[config.mk]
export PLATFORM = sky130hd
export DESIGN_NAME = intdiv_mmio
export DESIGN_NICKNAME = d
export VERILOG_FILES = /design/src/rtl/intdiv_mmio.sv
export SDC_FILE = /design/constraint.sdc
export NUM_CORES = 1
export LEC_CHECK = 0
export BUFFER_PORTS_ARGS = -buffer_cell sky130_fd_sc_hd__buf_2
export CAP_MARGIN = 20
export CORE_UTILIZATION = 40
export DETAILED_ROUTE_END_ITERATION = 10
export PLACE_DENSITY = 0.62
export SLEW_MARGIN = 30
export SYNTH_ARGS = -nofsm -noshare
export SYNTH_HDL_FRONTEND = slang
export SYNTH_SLANG_ARGS = --single-unit
[constraint.sdc]
create_clock -name clk -period 6.3 [get_ports clk]
set_clock_uncertainty 0.15 [all_clocks]
set_input_delay 0.63 -clock clk [delete_from_list [all_inputs] [get_ports clk]]
set_output_delay 0.63 -clock clk [all_outputs]
set_load 0.1 [all_outputs]
[src/rtl/intdiv_mmio.sv]
module intdiv_mmio #(
  parameter int WIDTH  = 32,
  parameter int ADDR_W = 8
) (
  input  logic              clk,
  input  logic              rst_n,
  input  logic [ADDR_W-1:0] bus_addr,
  input  logic              bus_wr,
  input  logic [WIDTH-1:0]  bus_wdata,
  input  logic              bus_rd,
  output logic [WIDTH-1:0]  bus_rdata,
  output logic              bus_rvalid
);
  localparam int CW = $clog2(WIDTH + 1);
  localparam logic [ADDR_W-1:0] A_UDVD = ADDR_W'('h60);
  localparam logic [ADDR_W-1:0] A_UDVS = ADDR_W'('h64);
  localparam logic [ADDR_W-1:0] A_SDVD = ADDR_W'('h68);
  localparam logic [ADDR_W-1:0] A_SDVS = ADDR_W'('h6C);
  localparam logic [ADDR_W-1:0] A_QUO  = ADDR_W'('h70);
  localparam logic [ADDR_W-1:0] A_REM  = ADDR_W'('h74);
  localparam logic [ADDR_W-1:0] A_STAT = ADDR_W'('h78);

  logic [WIDTH-1:0] dvd, dvs, quo, rem, acc, qsh;
  logic             sgn, busy, dirty;
  logic [CW-1:0]    cnt;

  wire hit_dvd = bus_addr == A_UDVD || bus_addr == A_SDVD;
  wire hit_dvs = bus_addr == A_UDVS || bus_addr == A_SDVS;
  wire hit_sgn = bus_addr == A_SDVD || bus_addr == A_SDVS;
  wire wr_op   = bus_wr && (hit_dvd || hit_dvs);
  wire wr_quo  = bus_wr && bus_addr == A_QUO;
  wire wr_rem  = bus_wr && bus_addr == A_REM;
  wire wr_res  = wr_quo || wr_rem;
  wire rd_quo  = bus_rd && bus_addr == A_QUO;

  wire [WIDTH-1:0] dvd_n = hit_dvd ? bus_wdata : dvd;
  wire [WIDTH-1:0] dvs_n = hit_dvs ? bus_wdata : dvs;
  wire [WIDTH-1:0] dvd_mag = (hit_sgn && dvd_n[WIDTH-1]) ? -dvd_n : dvd_n;
  wire [WIDTH-1:0] dvs_mag = (sgn && dvs[WIDTH-1]) ? -dvs : dvs;

  wire [WIDTH:0] trial = {acc, qsh[WIDTH-1]};
  wire [WIDTH:0] diff  = trial - {1'b0, dvs_mag};
  wire           qbit  = !diff[WIDTH];

  wire neg_q = sgn && (dvd[WIDTH-1] ^ dvs[WIDTH-1]);
  wire neg_r = sgn && dvd[WIDTH-1];

  always_ff @(posedge clk or negedge rst_n) begin
    if (!rst_n) begin
      dvd <= '0; dvs <= '0; sgn <= 1'b0;
      quo <= '0; rem <= '0; acc <= '0; qsh <= '0;
      busy <= 1'b0; cnt <= '0;
    end else if (wr_res) begin
      busy <= 1'b0;
      if (wr_quo) quo <= bus_wdata;
      if (wr_rem) rem <= bus_wdata;
    end else if (wr_op) begin
      dvd  <= dvd_n;
      dvs  <= dvs_n;
      sgn  <= hit_sgn;
      acc  <= '0;
      qsh  <= dvd_mag;
      cnt  <= CW'(WIDTH);
      busy <= 1'b1;
    end else if (busy) begin
      if (cnt != '0) begin
        acc <= qbit ? diff[WIDTH-1:0] : trial[WIDTH-1:0];
        qsh <= {qsh[WIDTH-2:0], qbit};
        cnt <= cnt - 1'b1;
      end else begin
        quo  <= neg_q ? -qsh : qsh;
        rem  <= neg_r ? -acc : acc;
        busy <= 1'b0;
      end
    end
  end

  always_ff @(posedge clk or negedge rst_n) begin
    if (!rst_n) dirty <= 1'b0;
    else if (wr_op || wr_res) dirty <= 1'b1;
    else if (rd_quo) dirty <= 1'b0;
  end

  logic [WIDTH-1:0] rd_mux;
  always_comb begin
    rd_mux = '0;
    if (bus_addr == A_QUO) rd_mux = quo;
    else if (bus_addr == A_REM) rd_mux = rem;
    else if (bus_addr == A_STAT) rd_mux = {{(WIDTH-2){1'b0}}, dirty, !busy};
  end

  always_ff @(posedge clk or negedge rst_n) begin
    if (!rst_n) begin
      bus_rdata  <= '0;
      bus_rvalid <= 1'b0;
    end else begin
      bus_rvalid <= bus_rd;
      if (bus_rd) bus_rdata <= rd_mux;
    end
  end

  AST_START_BUSY: assert property (@(posedge clk) disable iff (!rst_n)
    (wr_op && !wr_res) |=> busy);
  AST_RESULT_WRITE_READY: assert property (@(posedge clk) disable iff (!rst_n)
    wr_res |=> (!busy && dirty));
  AST_IDLE_RESULT_HOLD: assert property (@(posedge clk) disable iff (!rst_n)
    (!busy && !bus_wr) |=> ($stable(quo) && $stable(rem)));
  AST_QUO_READ_CLEAN: assert property (@(posedge clk) disable iff (!rst_n)
    (rd_quo && !bus_wr) |=> !dirty);
  AST_STATUS_UPPER_ZERO: assert property (@(posedge clk) disable iff (!rst_n)
    (bus_rd && bus_addr == A_STAT) |=> bus_rdata[WIDTH-1:2] == '0);
  AST_RVALID_FOLLOWS: assert property (@(posedge clk) disable iff (!rst_n)
    bus_rd |=> bus_rvalid);
  AST_NO_SPURIOUS_RVALID: assert property (@(posedge clk) disable iff (!rst_n)
    !bus_rd |=> !bus_rvalid);
  AST_UNMAPPED_ZERO: assert property (@(posedge clk) disable iff (!rst_n)
    (bus_rd && bus_addr != A_QUO && bus_addr != A_REM && bus_addr != A_STAT)
      |=> bus_rdata == '0);
endmodule

==> results.txt <==
unrepaired setup endpoints after global routing - no
post-route ant nets - 0
wire per inst - 20.1 um
Critical Path Max Stage Delay - 0.70 ns
Yosys cell types - 62
fin crit share - 0.949
failing checks - hold timing
drt first pass iters - 5
Final Cell Area - 16600 um2
port buffer count - 76
Worst setup startpoint - dvs[8]
number of global-route vias before repair - 12.2k
Cell Area, Placed - 15800 um2
core area - 36700 um2
Area contributors post-synth - dfrtp_1, mux2i_1, nand2_1
CTS sink count - 234
post-route worst setup slack - 0.319 ns
vias per inst - 5.76
Setup crit start kind - register
Worst setup EP type - register
reg-to-reg startpoint - dvs[8]
Worst Path Class, Setup - register to register
Hold/Removal Path Class - input port to asynchronous set/reset pin
cts bufs inserted - 27
RePlAce Congestion - 0.878
setup TNS - 0 ns
Pwr Density - 403 nW/um2
IO Pins - 77
cells along the critical path - nor4_1, or3b_2, nor3_1, nand2_1, o41ai_1, xor2_1, ha_1, a21oi_1, o21ai_0, a2111oi_0, o211ai_1, a41oi_1, mux2_2, nor2_2, buf_4, mux2i_1, o21ai_0
Worst-path clk slew - 0.06 ns
VDD IR max - 247 uV
leakage - 7.44 nW
largest net degree at the start of global routing - 108
critical path data required time - 6.54 ns
GRT Resource Usage Total - 0.234
gr busiest metal - met2
share of layout cells above drive strength 1 - 0.127
Synth Instances - 1696
Final nets - 1818
Starting Density - 0.407
antenna violations before repair - 0
synthesized area - 14900 um2
Synth async-reset ratio - 1.00
syn_area_per_cell - 8.80 um2
Antenna diodes - 0
YS warnings - 0
pre-CTS setup slack - 0.478 ns
Rows - 70
WHS - -0.0123 ns
Residual DRC - 0
Final setup viols - 0
Syn Nets - 1779
leading area contributor after synthesis - dfrtp_1
grt met2 use - 0.359
max_slew headroom - 0.371
most numerous cell in the Yosys netlist - dfrtp_1
worst slew pin tran - 0.931 ns
number of gates resized after CTS - 0
postcts setup bufs - 0
clock buffer depth - 3
Synth top cells by count - dfrtp_1, nand2_1, nor2_1
dpl hpwl - 32500 um
register area share after synthesis - 0.392
first-pass GRT wire length - 69600 um
Syn-to-layout area delta - 11.5%
Max Cap Viol - 0
cts hold-fix bufs - 0
Final Max Tran Viols - 0
EDFF count, synth - 0
CTS Root Cell - clkbuf_16
Peak Freq - 167 MHz
CTS tree - done
Die Height - 195 um
Worst Path Max Fanout - 37
1st-iter DRT viols - 928
final count of hold timing violations - 17
met1 Resource Use GR - 0.322
final worst path period need - 5.98 ns
clk_lat worst skew - 0.54 ns
Vias - 12.8k
CTS H-Tree Depth - 1
gr ovfl total - 0
status - finished with violations
Most used DFF post-synth - dfrtp_1
Die Wd - 195 um
FF+latch count, synth - 234
Yosys top cell area share - 0.392
crit path DAT - 6.23 ns
met3 usage - 0.0610
die area - 38100 um2
Crit path top cell by count - o21ai_0
power after layout - 6.70 mW
Routed WL - 44600 um
CP max stage cell - nor4_1
==> where the power goes <==
| part | switching (mW) | internal [mW] |
|---|---|---|
| registers | 0.429 | 1.86 |
| clock network | 0.626 | 0.912 |
| logic | 1.75 | 1.12 |
==> registers in the layout (all words and copies together) (netlist names) <==
register    cells
acc            32
bus_rdata      32
dvd            32
dvs            32
qsh            32
quo            32
rem            32
cnt             6
bus_rvalid      1
busy            1
dirty           1
sgn             1
==> logic make-up (layout without fill, tap and decap cells) <==
family	Yosys count	after routing	synth area share
and+or+nand+nor	563	563	0.171
AOI/OAI and AO/OA	410	410	0.173
DFF	234	234	0.392
buffers and inverters	154	210	0.0396
muxes	153	153	0.108
xor gates and xnor gates	143	143	0.0839
adders and majority gates	39	39	0.0332
==> routing by layer <==
layer / share of wire / up-vias
met1: 0.45 / 6163
met4: 0.031 / 0
met5: 0 / -
li1: - / 6125
met2: 0.44 / 427
met3: 0.080 / 79
==> critical path: cells and delay by family (launching register included) <==
| kind | cells | cell delay [ns] |
|---|---|---|
| AND/OR/NAND/NOR | 5 | 1.75 |
| flip-flops | 1 | 0.42 |
| XOR/XNOR | 1 | 0.20 |
| multiplexers | 2 | 0.65 |
| AO/OA/AOI/OAI | 7 | 1.89 |
| buffers and inverters | 1 | 0.41 |
| adder cells (fa/ha/maj) | 1 | 0.32 |
==> cells in the final DEF (no fill, tap or decap), types with 9 or more instances in the layout <==
master	n
and2_1	11
a32oi_1	20
xnor2_1	67
clkbuf_16	27
nor3_1	41
mux2i_1	89
nor2_1	181
a31oi_1	32
nand2_1	208
mux2_2	64
o31ai_1	70
or3_1	14
o41ai_1	10
dfrtp_1	234
a21oi_1	93
buf_4	21
or4_1	17
nor4_1	21
o21ai_0	102
buf_2	75
and3_1	12
inv_1	65
o22ai_1	31
ha_1	38
xor2_1	76
nand3_1	16
a21o_1	9
==> final timing paths <==
| kind | to | slack, ns | cells after the start |
|---|---|---|---|
| worst max-delay path | acc[10] | 0.32 | 17 |
| worst min-delay path | bus_rdata[20] | -0.01 | 1 |
| worst max register to register | acc[10] | 0.32 | 17 |
| worst min register to register | quo[30] | 0.32 | 2 |
| max in group asynchronous | dvd[3] | 4.77 | 2 |
| min in group clk | dvs[1] | 0.26 | 2 |
==> through the flow <==
| step | cells | utilization |
|---|---|---|
| finish | 2220 | 0.454 |
| global route | 2220 | 0.454 |
| CTS | 2220 | 0.453 |
| detailed placement | 2174 | 0.430 |
| global placement | 2174 | 0.430 |
| floorplan | 1696 | - |
==> cell type report <==
class	count	area (um2)
Fill cell	3593	20100
Multi-Input combinational cell	1308	8530
Sequential cell	234	5860
Clock buffer	39	761
Tap cell	468	586
Timing Repair Buffer	99	579
Inverter	65	244
Clock inverter	7	88.8
No activity file was read; power rests on OpenSTA's default activity.
